File: config.mk
export PLATFORM = sky130hd
export DESIGN_NAME = acx_extract
export DESIGN_NICKNAME = d
export VERILOG_FILES = /design/src/rtl/acx_pkg.sv /design/src/rtl/acx_shift.sv /design/src/rtl/acx_round.sv /design/src/rtl/acx_status.sv /design/src/rtl/acx_extract.sv
export SDC_FILE = /design/constraint.sdc
export NUM_CORES = 1
export LEC_CHECK = 0
export BUFFER_PORTS_ARGS = -buffer_cell sky130_fd_sc_hd__buf_4
export CAP_MARGIN = 30
export CORE_MARGIN = 4
export CORE_UTILIZATION = 35
export DETAILED_ROUTE_END_ITERATION = 12
export PLACE_DENSITY = 0.53
export SLEW_MARGIN = 40
export SYNTH_ARGS = -nofsm -noshare
export SYNTH_HDL_FRONTEND = slang
export SYNTH_SLANG_ARGS = --single-unit
File: constraint.sdc
create_clock -name clk -period 8.3 [get_ports clk]
set_clock_uncertainty 0.1 [all_clocks]
set_input_delay 0.83 -clock clk [delete_from_list [all_inputs] [get_ports clk]]
set_output_delay 0.83 -clock clk [all_outputs]
set_load 0.01 [all_outputs]
File: src/rtl/acx_pkg.sv
package acx_pkg;
   typedef enum logic [1:0] {
      MODE_TRUNC = 2'b00,
      MODE_ROUND = 2'b01,
      MODE_SAT   = 2'b10,
      MODE_RSVD  = 2'b11
   } acx_mode_e;
endpackage

File: src/rtl/acx_shift.sv
// Forms the 65-bit intermediate: the accumulator scaled by 2^(1-shamt).
module acx_shift #(
   parameter int HALF_W  = 32,
   parameter int SHIFT_W = 5,
   localparam int ACC_W  = 2 * HALF_W
) (
   input  logic [ACC_W-1:0]   acc,
   input  logic [SHIFT_W-1:0] sh,
   output logic [ACC_W-1:0]   mid_lo,
   output logic               mid_top
);
   logic [SHIFT_W-1:0] sh_m1;

   always_comb begin
      sh_m1 = sh - {{(SHIFT_W-1){1'b0}}, 1'b1};
      if (sh == '0) begin
         mid_lo = {acc[ACC_W-2:0], 1'b0};
      end else begin
         mid_lo = ACC_W'($signed(acc) >>> sh_m1);
      end
      mid_top = acc[ACC_W-1];
   end
endmodule

File: src/rtl/acx_round.sv
// Optional rounding increment, range test on {bit64, bits 63:HALF_W}, clamp.
module acx_round #(
   parameter int HALF_W = 32,
   localparam int ACC_W = 2 * HALF_W,
   localparam int UP_W  = ACC_W - HALF_W
) (
   input  logic [ACC_W-1:0]  mid_lo,
   input  logic              mid_top,
   input  logic              rnd_en,
   input  logic              sat_en,
   output logic [HALF_W-1:0] word,
   output logic              ovf
);
   logic [ACC_W:0]  sum;
   logic            top;
   logic [UP_W-1:0] upper;
   logic            all_zero;
   logic            all_one;

   always_comb begin
      sum      = {1'b0, mid_lo} + {{ACC_W{1'b0}}, rnd_en};
      top      = mid_top ^ sum[ACC_W];
      upper    = sum[ACC_W-1:HALF_W];
      all_zero = !top && (upper == '0);
      all_one  = top && (&upper);
      ovf      = !(all_zero || all_one);
      if (ovf && sat_en) begin
         word = top ? {1'b1, {(HALF_W-1){1'b0}}} : {1'b0, {(HALF_W-1){1'b1}}};
      end else begin
         word = sum[HALF_W:1];
      end
   end
endmodule

File: src/rtl/acx_status.sv
// Status register with a sticky overflow flag at FLAG_POS.
module acx_status #(
   parameter int STAT_W   = 32,
   parameter int FLAG_POS = 23
) (
   input  logic              clk,
   input  logic              rst_n,
   input  logic              we,
   input  logic [STAT_W-1:0] wdata,
   input  logic              set_flag,
   output logic [STAT_W-1:0] q
);
   localparam logic [STAT_W-1:0] FLAG_MASK = STAT_W'(1) << FLAG_POS;

   logic [STAT_W-1:0] q_nxt;

   always_comb begin
      q_nxt = we ? wdata : q;
      if (set_flag) q_nxt = q_nxt | FLAG_MASK;
   end

   always_ff @(posedge clk) begin
      if (!rst_n) q <= '0;
      else        q <= q_nxt;
   end


   flag_sticky_chk: assert property (@(posedge clk) disable iff (!rst_n)
      (!we && q[FLAG_POS]) |=> q[FLAG_POS]);


   other_bits_chk: assert property (@(posedge clk) disable iff (!rst_n)
      !we |=> ((q & ~FLAG_MASK) == ($past(q) & ~FLAG_MASK)));


   wr_load_chk: assert property (@(posedge clk) disable iff (!rst_n)
      (we && !set_flag) |=> (q == $past(wdata)));
endmodule

File: src/rtl/acx_extract.sv
module acx_extract #(
   parameter int HALF_W   = 32,
   parameter int SHIFT_W  = 5,
   parameter int STAT_W   = 32,
   parameter int FLAG_POS = 23
) (
   input  logic               clk,
   input  logic               rst_n,
   input  logic               in_valid,
   input  logic [HALF_W-1:0]  acc_hi,
   input  logic [HALF_W-1:0]  acc_lo,
   input  logic [SHIFT_W-1:0] shamt,
   input  logic [1:0]         mode,
   input  logic               stat_we,
   input  logic [STAT_W-1:0]  stat_wdata,
   output logic               out_valid,
   output logic [HALF_W-1:0]  out_word,
   output logic [STAT_W-1:0]  stat_q
);
   import acx_pkg::*;

   localparam int ACC_W = 2 * HALF_W;

   if ((1 << SHIFT_W) > ACC_W) begin : g_bad_shift
      $error("SHIFT_W reaches past the accumulator");
   end
   if (FLAG_POS >= STAT_W) begin : g_bad_flag
      $error("FLAG_POS outside the status register");
   end
   if (HALF_W < 2) begin : g_bad_half
      $error("HALF_W too small");
   end

   acx_mode_e         mode_e;
   logic              rnd_en;
   logic              sat_en;
   logic [ACC_W-1:0]  mid_lo;
   logic              mid_top;
   logic [HALF_W-1:0] word;
   logic              ovf;

   always_comb begin
      mode_e = acx_mode_e'(mode);
      rnd_en = (mode_e == MODE_ROUND) || (mode_e == MODE_SAT);
      sat_en = (mode_e == MODE_SAT);
   end

   acx_shift #(.HALF_W(HALF_W), .SHIFT_W(SHIFT_W)) u_shift (
      .acc     ({acc_hi, acc_lo}),
      .sh      (shamt),
      .mid_lo  (mid_lo),
      .mid_top (mid_top)
   );

   acx_round #(.HALF_W(HALF_W)) u_round (
      .mid_lo  (mid_lo),
      .mid_top (mid_top),
      .rnd_en  (rnd_en),
      .sat_en  (sat_en),
      .word    (word),
      .ovf     (ovf)
   );

   acx_status #(.STAT_W(STAT_W), .FLAG_POS(FLAG_POS)) u_status (
      .clk      (clk),
      .rst_n    (rst_n),
      .we       (stat_we),
      .wdata    (stat_wdata),
      .set_flag (in_valid && ovf),
      .q        (stat_q)
   );

   always_ff @(posedge clk) begin
      if (!rst_n) begin
         out_valid <= 1'b0;
         out_word  <= '0;
      end else begin
         out_valid <= in_valid;
         if (in_valid) out_word <= word;
      end
   end


   lat_chk: assert property (@(posedge clk) disable iff (!rst_n)
      in_valid |=> out_valid);


   hold_chk: assert property (@(posedge clk) disable iff (!rst_n)
      !in_valid |=> (!out_valid && $stable(out_word)));


   sat_clamp_chk: assert property (@(posedge clk) disable iff (!rst_n)
      (in_valid && sat_en && ovf) |=>
         (out_word == {1'b1, {(HALF_W-1){1'b0}}} ||
          out_word == {1'b0, {(HALF_W-1){1'b1}}}));


   ovf_flag_chk: assert property (@(posedge clk) disable iff (!rst_n)
      (in_valid && ovf) |=> stat_q[FLAG_POS]);


   no_ovf_sign_chk: assert property (@(posedge clk) disable iff (!rst_n)
      (in_valid && !ovf) |=> (out_word[HALF_W-1] == $past(mid_top ^ (rnd_en && (&mid_lo)))));
endmodule

==> flow_summary.json, run 1 <==
{
  "fillCellCount": 3062,
  "synth.yosys.warnings": 0,
  "drv_cap": 0,
  "first_global_vias": 11200,
  "place.port_buffers": 171,
  "viasPerCell": 6.60,
  "first_pass_iters": 6,
  "synth_nets": 1406,
  "die-area_um2": 33700,
  "area.growth.synth_to_final_pct": 17.7,
  "synth_simple_gate_area_share_pct": 28.1,
  "final.setup.tns_ns": 0,
  "antennaDiodeCount": 0,
  "cts-buffers-inserted": 9,
  "cts_resized": 0,
  "synth_compound_gate_area_share_pct": 20.3,
  "dp.cells": 1788,
  "worst_pin_slew_ns": 0.923,
  "run_status": "complete, no violations",
  "multi_input_comb_area_um2": 8890,
  "worst-endpoint-required_ns": 8.40,
  "synth_top_family_by_area": "multiplexers",
  "share_clk_of_total_power_pct": 22.7,
  "net-switching-power_mw": 0.782,
  "netlist_area_um2": 10800,
  "layout.nets": 1520,
  "ports": 172,
  "effective_utilization_at_floorplan_pct": 35.9,
  "worstPathCellList": "buf_4, inv_2, ha_4, xor2_4, buf_4, mux4_2, o22a_1, a2111oi_2, and4_1, nand4_1, or4_1, o31ai_1, nand2_1, nor4_1, nand4_1, o21ai_1, or3b_2, buf_12, a31oi_2",
  "hold_slack_ns": 0.416,
  "clock_path_buffers": 2,
  "cts_hold_repair.buffers": 0,
  "hold_crit_class": "reg2reg",
  "groute.usage.overall_pct": 26.8,
  "synthMuxAreaShare_pct": 28.9,
  "cts_tree": "built",
  "routabilityCongestion": 0.966,
  "hold_violations": 0,
  "max_stage_delay_ns": 0.69,
  "route.antenna.remaining_nets": 0,
  "crit_path_max_delay_family": "simple AND/OR/NAND/NOR gates",
  "worst_path_max_delay_cell": "or4_1",
  "routed_wire_length_per_instance_um": 26.3,
  "cts.clk_slew.worst_paths_ns": 0.06,
  "cts_root_buf": "clkbuf_16",
  "synthesis.area_per_instance_um2": 8.32,
  "power.static_leakage_nw": 4.80,
  "maxClockFrequency_mhz": 131,
  "leftover_overflow_at_the_end_of_global_routing": 0,
  "worst-setup-path-type": "in2reg",
  "cts_htree_levels": 3,
  "drive_gt1_share_pct": 28.5,
  "grt_antenna_before_repair": 0,
  "synth-main-ff-cell": "dfxtp_1",
  "detailroute.via_count": 11900,
  "postCtsSetupBuffers": 0,
  "dr.first_iter.drc_count": 1491,
  "synth_enable_flop_cells": 0,
  "synth_sequential_area_ratio_pct": 12.1,
  "endpoint_kind": "flip-flop",
  "cts_num_sinks": 65,
  "cp_num_buf_inv": 4,
  "ir_drop_mv": 0.0848,
  "worst_skew_late_latency_ns": 0.33,
  "layout.area.seq_um2": 1300,
  "grt_setup_unrepaired": "false",
  "worstPathArrival_ns": 7.73,
  "synthesized_netlist_cell_count": 1295,
  "report.final.slew_viol_count": 0,
  "ys_async_sr_fraction_pct": 0,
  "power.share.combinational_pct": 57.5,
  "flop_and_latch_count_out_of_synthesis": 65,
  "synth_cell_types": 87,
  "swShare_pct": 43.5,
  "sequential_share_of_power_pct": 19.8,
  "placement_rows": 63,
  "fin_cells": 1804,
  "finalCriticalPeriod_ns": 7.62,
  "slew-limit-headroom_pct": 38.5,
  "core_area_um2": 30000,
  "critPathMaxFanout": 30,
  "routed_wirelength_um": 47400,
  "synth_fa_ha_area_share_pct": 0.465,
  "drt_drc_violations_left": 0,
  "detailedPlacementHpwl_um": 37100,
  "setup.worst_path.start_class": "input port",
  "dieHeight_um": 183,
  "grt_max_degree": 63,
  "pwr_density_cell_nw_per_um2": 142,
  "internal_power_mw": 1.01,
  "grt_pass1_wl_um": 70700,
  "post_synthesis_share_of_cell_area_spent_on_xor_and_xnor_gates_pct": 3.55,
  "finalCritPeriodShare_pct": 91.8,
  "chipWidth_um": 183,
  "finalSetupViolCount": 0
}
==> layout make-up <==
class / instances / share of cell area (%)
Timing Repair Buffer: 214 / 12.9
Clock inverter: 7 / 0.799
Sequential cell: 65 / 10.3
Tap cell: 390 / 3.85
Multi-Input combinational cell: 1109 / 70.1
Clock buffer: 9 / 1.78
Inverter: 10 / 0.296
==> through the flow <==
stage	cell area (µm²)	worst slack [ns]	util (%)	total power [mW]
after CTS	12700	0.761	42.2	1.78
after global placement	12300	0.363	40.9	1.37
after global routing	12700	0.391	42.2	1.88
after detailed placement	12300	0.410	41.1	1.37
after floorplan	10800	1.53	-	1.03
final	12700	0.678	42.2	1.80
==> power groups by stage <==
stage | sequential (mW) | clock, mW | combinational (mW)
2_1_floorplan | 0.371 | 0 | 0.654
3_3_place_gp | 0.361 | 0 | 1.01
3_5_place_dp | 0.361 | 0 | 1.00
4_1_cts | 0.355 | 0.416 | 1.01
5_1_grt | 0.358 | 0.427 | 1.10
6_report | 0.355 | 0.408 | 1.03
==> layout by cell type (no fill, tap or decap), types with 14 or more instances in the layout <==
cell / Yosys / layout
nor2b_1: 35 / 35
nand4_1: 41 / 41
nand2_1: 105 / 105
nor4_1: 25 / 24
mux4_2: 69 / 69
buf_4: 11 / 211
nand3_1: 97 / 97
o2111ai_1: 15 / 15
and3_1: 30 / 30
o21ai_0: 80 / 79
nand2b_1: 16 / 16
a211oi_1: 16 / 16
xnor2_1: 26 / 24
xor2_1: 14 / 14
nor2_1: 70 / 70
nor3_1: 40 / 39
dfxtp_1: 65 / 65
a21oi_2: 27 / 27
a21oi_1: 28 / 28
mux2i_1: 110 / 110
mux2_2: 29 / 29
or4_1: 15 / 15
o211ai_1: 16 / 16
==> cells by family (layout without fill, tap and decap cells) <==
family / count (synthesis) / count (layout)
fa+ha+maj: 4 / 4
mux: 213 / 213
flops: 65 / 65
buf+inv: 121 / 240
simple gates: 548 / 548
xor+xnor: 42 / 42
compound gates: 302 / 302
==> path summary, 6_finish.rpt <==
check                               startpoint        endpoint  slack (ns)  depth (start not counted)
worst max-delay path                  shamt[0]    out_word[12]        0.68                         19
worst min-delay path             u_status.q[4]   u_status.q[4]        0.42                          2
worst max register to register  u_status.q[23]  u_status.q[23]        7.37                          3
worst min register to register   u_status.q[4]   u_status.q[4]        0.42                          2
==> worst register-to-register path, cell delays in order, from the launching register on <==
cell     delay, ns
dfxtp_1       0.31
mux2i_1       0.15
o21ai_0       0.11
and2_1        0.16
==> registers in the layout, summed over array words and instances, names as in the netlist <==
signal,cells
out_word,32
u_status.q,32
out_valid,1
==> synth_stat cells, drive strengths merged, types with 32 or more instances <==
cell type / number / area, µm²
o21ai: 81 / 405
nor3: 42 / 220
nand3: 97 / 485
nor4: 32 / 279
a21oi: 55 / 377
buf: 68 / 507
nand4: 41 / 257
dfxtp: 65 / 1300
clkbuf: 43 / 161
nor2b: 35 / 219
nor2: 72 / 275
nand2: 106 / 400
mux4: 74 / 1690
mux2i: 110 / 1100
==> layer usage <==
metal	vias to the layer above	track usage, %	share of wire (%)
li1	5339	-	-
met5	-	0	0
met4	0	8.08	3.0
met2	765	41.3	44
met1	5706	37.9	42
met3	96	5.58	11
No activity file was read; power rests on OpenSTA's default activity.
==> run 2, diff against run 1 <==
clock period = 8.75 ns   (was 8.3 ns; I/O delays follow)
==> flow_summary.json, run 2 (same netlist as run 1, synthesis figures left out) <==
{
  "run_status": "complete, no violations",
  "worstPathArrival_ns": 7.80,
  "timing.hold.worst.start": "u_status.q[10]",
  "dieHeight_um": 183,
  "start_of_the_worst_register_to_register_path": "u_status.q[23]",
  "placement_rows": 63,
  "worst_pin_slew_ns": 0.869,
  "die-area_um2": 33700,
  "grt_max_degree": 63,
  "maxClockFrequency_mhz": 130,
  "drt_drc_violations_left": 0,
  "leftover_overflow_at_the_end_of_global_routing": 0,
  "top_regs": "out_word x32, u_status.q x32, out_valid x1",
  "crit_top_cell": "buf_4",
  "routed_wirelength_um": 47400,
  "drv_cap": 0,
  "pwr_density_cell_nw_per_um2": 135,
  "first_pass_iters": 5,
  "most-common-layout-cells": "buf_4, mux2i_1, nand2_1",
  "area.growth.synth_to_final_pct": 17.0,
  "worst-setup-path-type": "in2reg",
  "detailedPlacementHpwl_um": 37200,
  "worstPathCellList": "buf_4, inv_2, ha_4, xor2_4, buf_4, mux4_2, mux2i_1, o2111ai_1, nor4_1, nand2_1, nor4_4, or4b_1, a22oi_1, nand4_1, or4_1, nor2_2, or3b_2, buf_4, a31oi_2",
  "final.setup.tns_ns": 0,
  "cts.clk_slew.worst_paths_ns": 0.06,
  "antennaDiodeCount": 0,
  "postCtsSetupBuffers": 0,
  "cts_hold_repair.buffers": 0,
  "cts-buffers-inserted": 9,
  "place_area_um2": 12300,
  "detailroute.via_count": 11900,
  "power.total_mw": 1.70,
  "layout.nets": 1511,
  "worst_r2r_path_depth": 3,
  "route.antenna.remaining_nets": 0,
  "worst_path_max_delay_cell": "nor4_1",
  "worst_skew_late_latency_ns": 0.32,
  "effective_utilization_at_floorplan_pct": 35.9,
  "max_stage_delay_ns": 0.86,
  "grt_antenna_before_repair": 0,
  "finalCriticalPeriod_ns": 7.71,
  "power.static_leakage_nw": 4.75,
  "design_area_um2": 12600,
  "cts_tree": "built",
  "finalSetupViolCount": 0,
  "hold_crit_class": "reg2reg",
  "viasPerCell": 6.63,
  "grt_pass1_wl_um": 70600,
  "routed_wire_length_per_instance_um": 26.4,
  "worst_setup_path_startpoint": "shamt[0]",
  "hold_violations": 0,
  "dr.first_iter.drc_count": 1478,
  "cts_resized": 0,
  "groute.usage.overall_pct": 26.9,
  "final_common_cell": "buf_4",
  "place.port_buffers": 171,
  "core_area_um2": 30000,
  "first_global_vias": 11200,
  "routabilityCongestion": 0.984,
  "grt_setup_unrepaired": "false",
  "clock_path_buffers": 2,
  "chipWidth_um": 183,
  "cts_htree_levels": 3,
  "drive_gt1_share_pct": 27.8,
  "critPathMaxFanout": 37,
  "endpoint_kind": "flip-flop",
  "finalCritPeriodShare_pct": 88.2,
  "ports": 172,
  "slew-limit-headroom_pct": 41.5,
  "final_core_util_pct": 42.0,
  "cts_num_sinks": 65,
  "worstHoldPathCells": 2,
  "report.final.slew_viol_count": 0,
  "ir_drop_mv": 0.0814,
  "cts_root_buf": "clkbuf_16",
  "setup.worst_path.start_class": "input port",
  "worst-endpoint-required_ns": 8.84
}
==> run 2: where the power goes <==
part	leakage (nW)	total [mW]	switching, mW	internal (mW)
Combinational	4.06	0.982	0.595	0.387
Sequential	0.539	0.336	0.0144	0.322
Clock	0.155	0.381	0.132	0.249
==> run 2: layer usage <==
layer	wire (µm)	share of wire (%)	GRT usage, %	up-vias
met5	0	0	0	-
met4	1730	3.7	9.42	0
met3	4780	10	4.23	109
met2	20500	43	40.6	752
met1	20300	43	38.9	5732
li1	-	-	-	5312
==> run 2: cell type report <==
class | count | area, µm²
clock buffer | 9 | 225
clock inverter | 7 | 95.1
fill | 3026 | 17400
inverter | 10 | 37.5
multi-input combinational | 1109 | 8890
sequential | 65 | 1300
tap | 390 | 488
timing repair buffer | 205 | 1570
==> run 2: worst max-delay path, delay by kind of cell <==
family | cells | cell delay, ns
fa+ha+maj | 1 | 0.27
mux | 2 | 0.90
compound gates | 3 | 0.76
simple gates | 8 | 2.86
buf+inv | 4 | 1.52
xor+xnor | 1 | 0.56
==> run 2: final timing paths <==
check / endpoint / slack, ns
worst max-delay path: out_word[28] / 1.04
worst min-delay path: u_status.q[10] / 0.41
worst min register to register: u_status.q[10] / 0.41
worst max register to register: u_status.q[23] / 7.86
==> run 2: per-stage QoR <==
stage          cells  hold slack (ns)  setup WS [ns]
2_1_floorplan   1295            0.430           1.94
3_3_place_gp    1777            0.398          0.744
3_5_place_dp    1778            0.405          0.749
4_1_cts         1794            0.415           1.10
5_1_grt         1795            0.439          0.662
6_report        1795            0.413           1.04
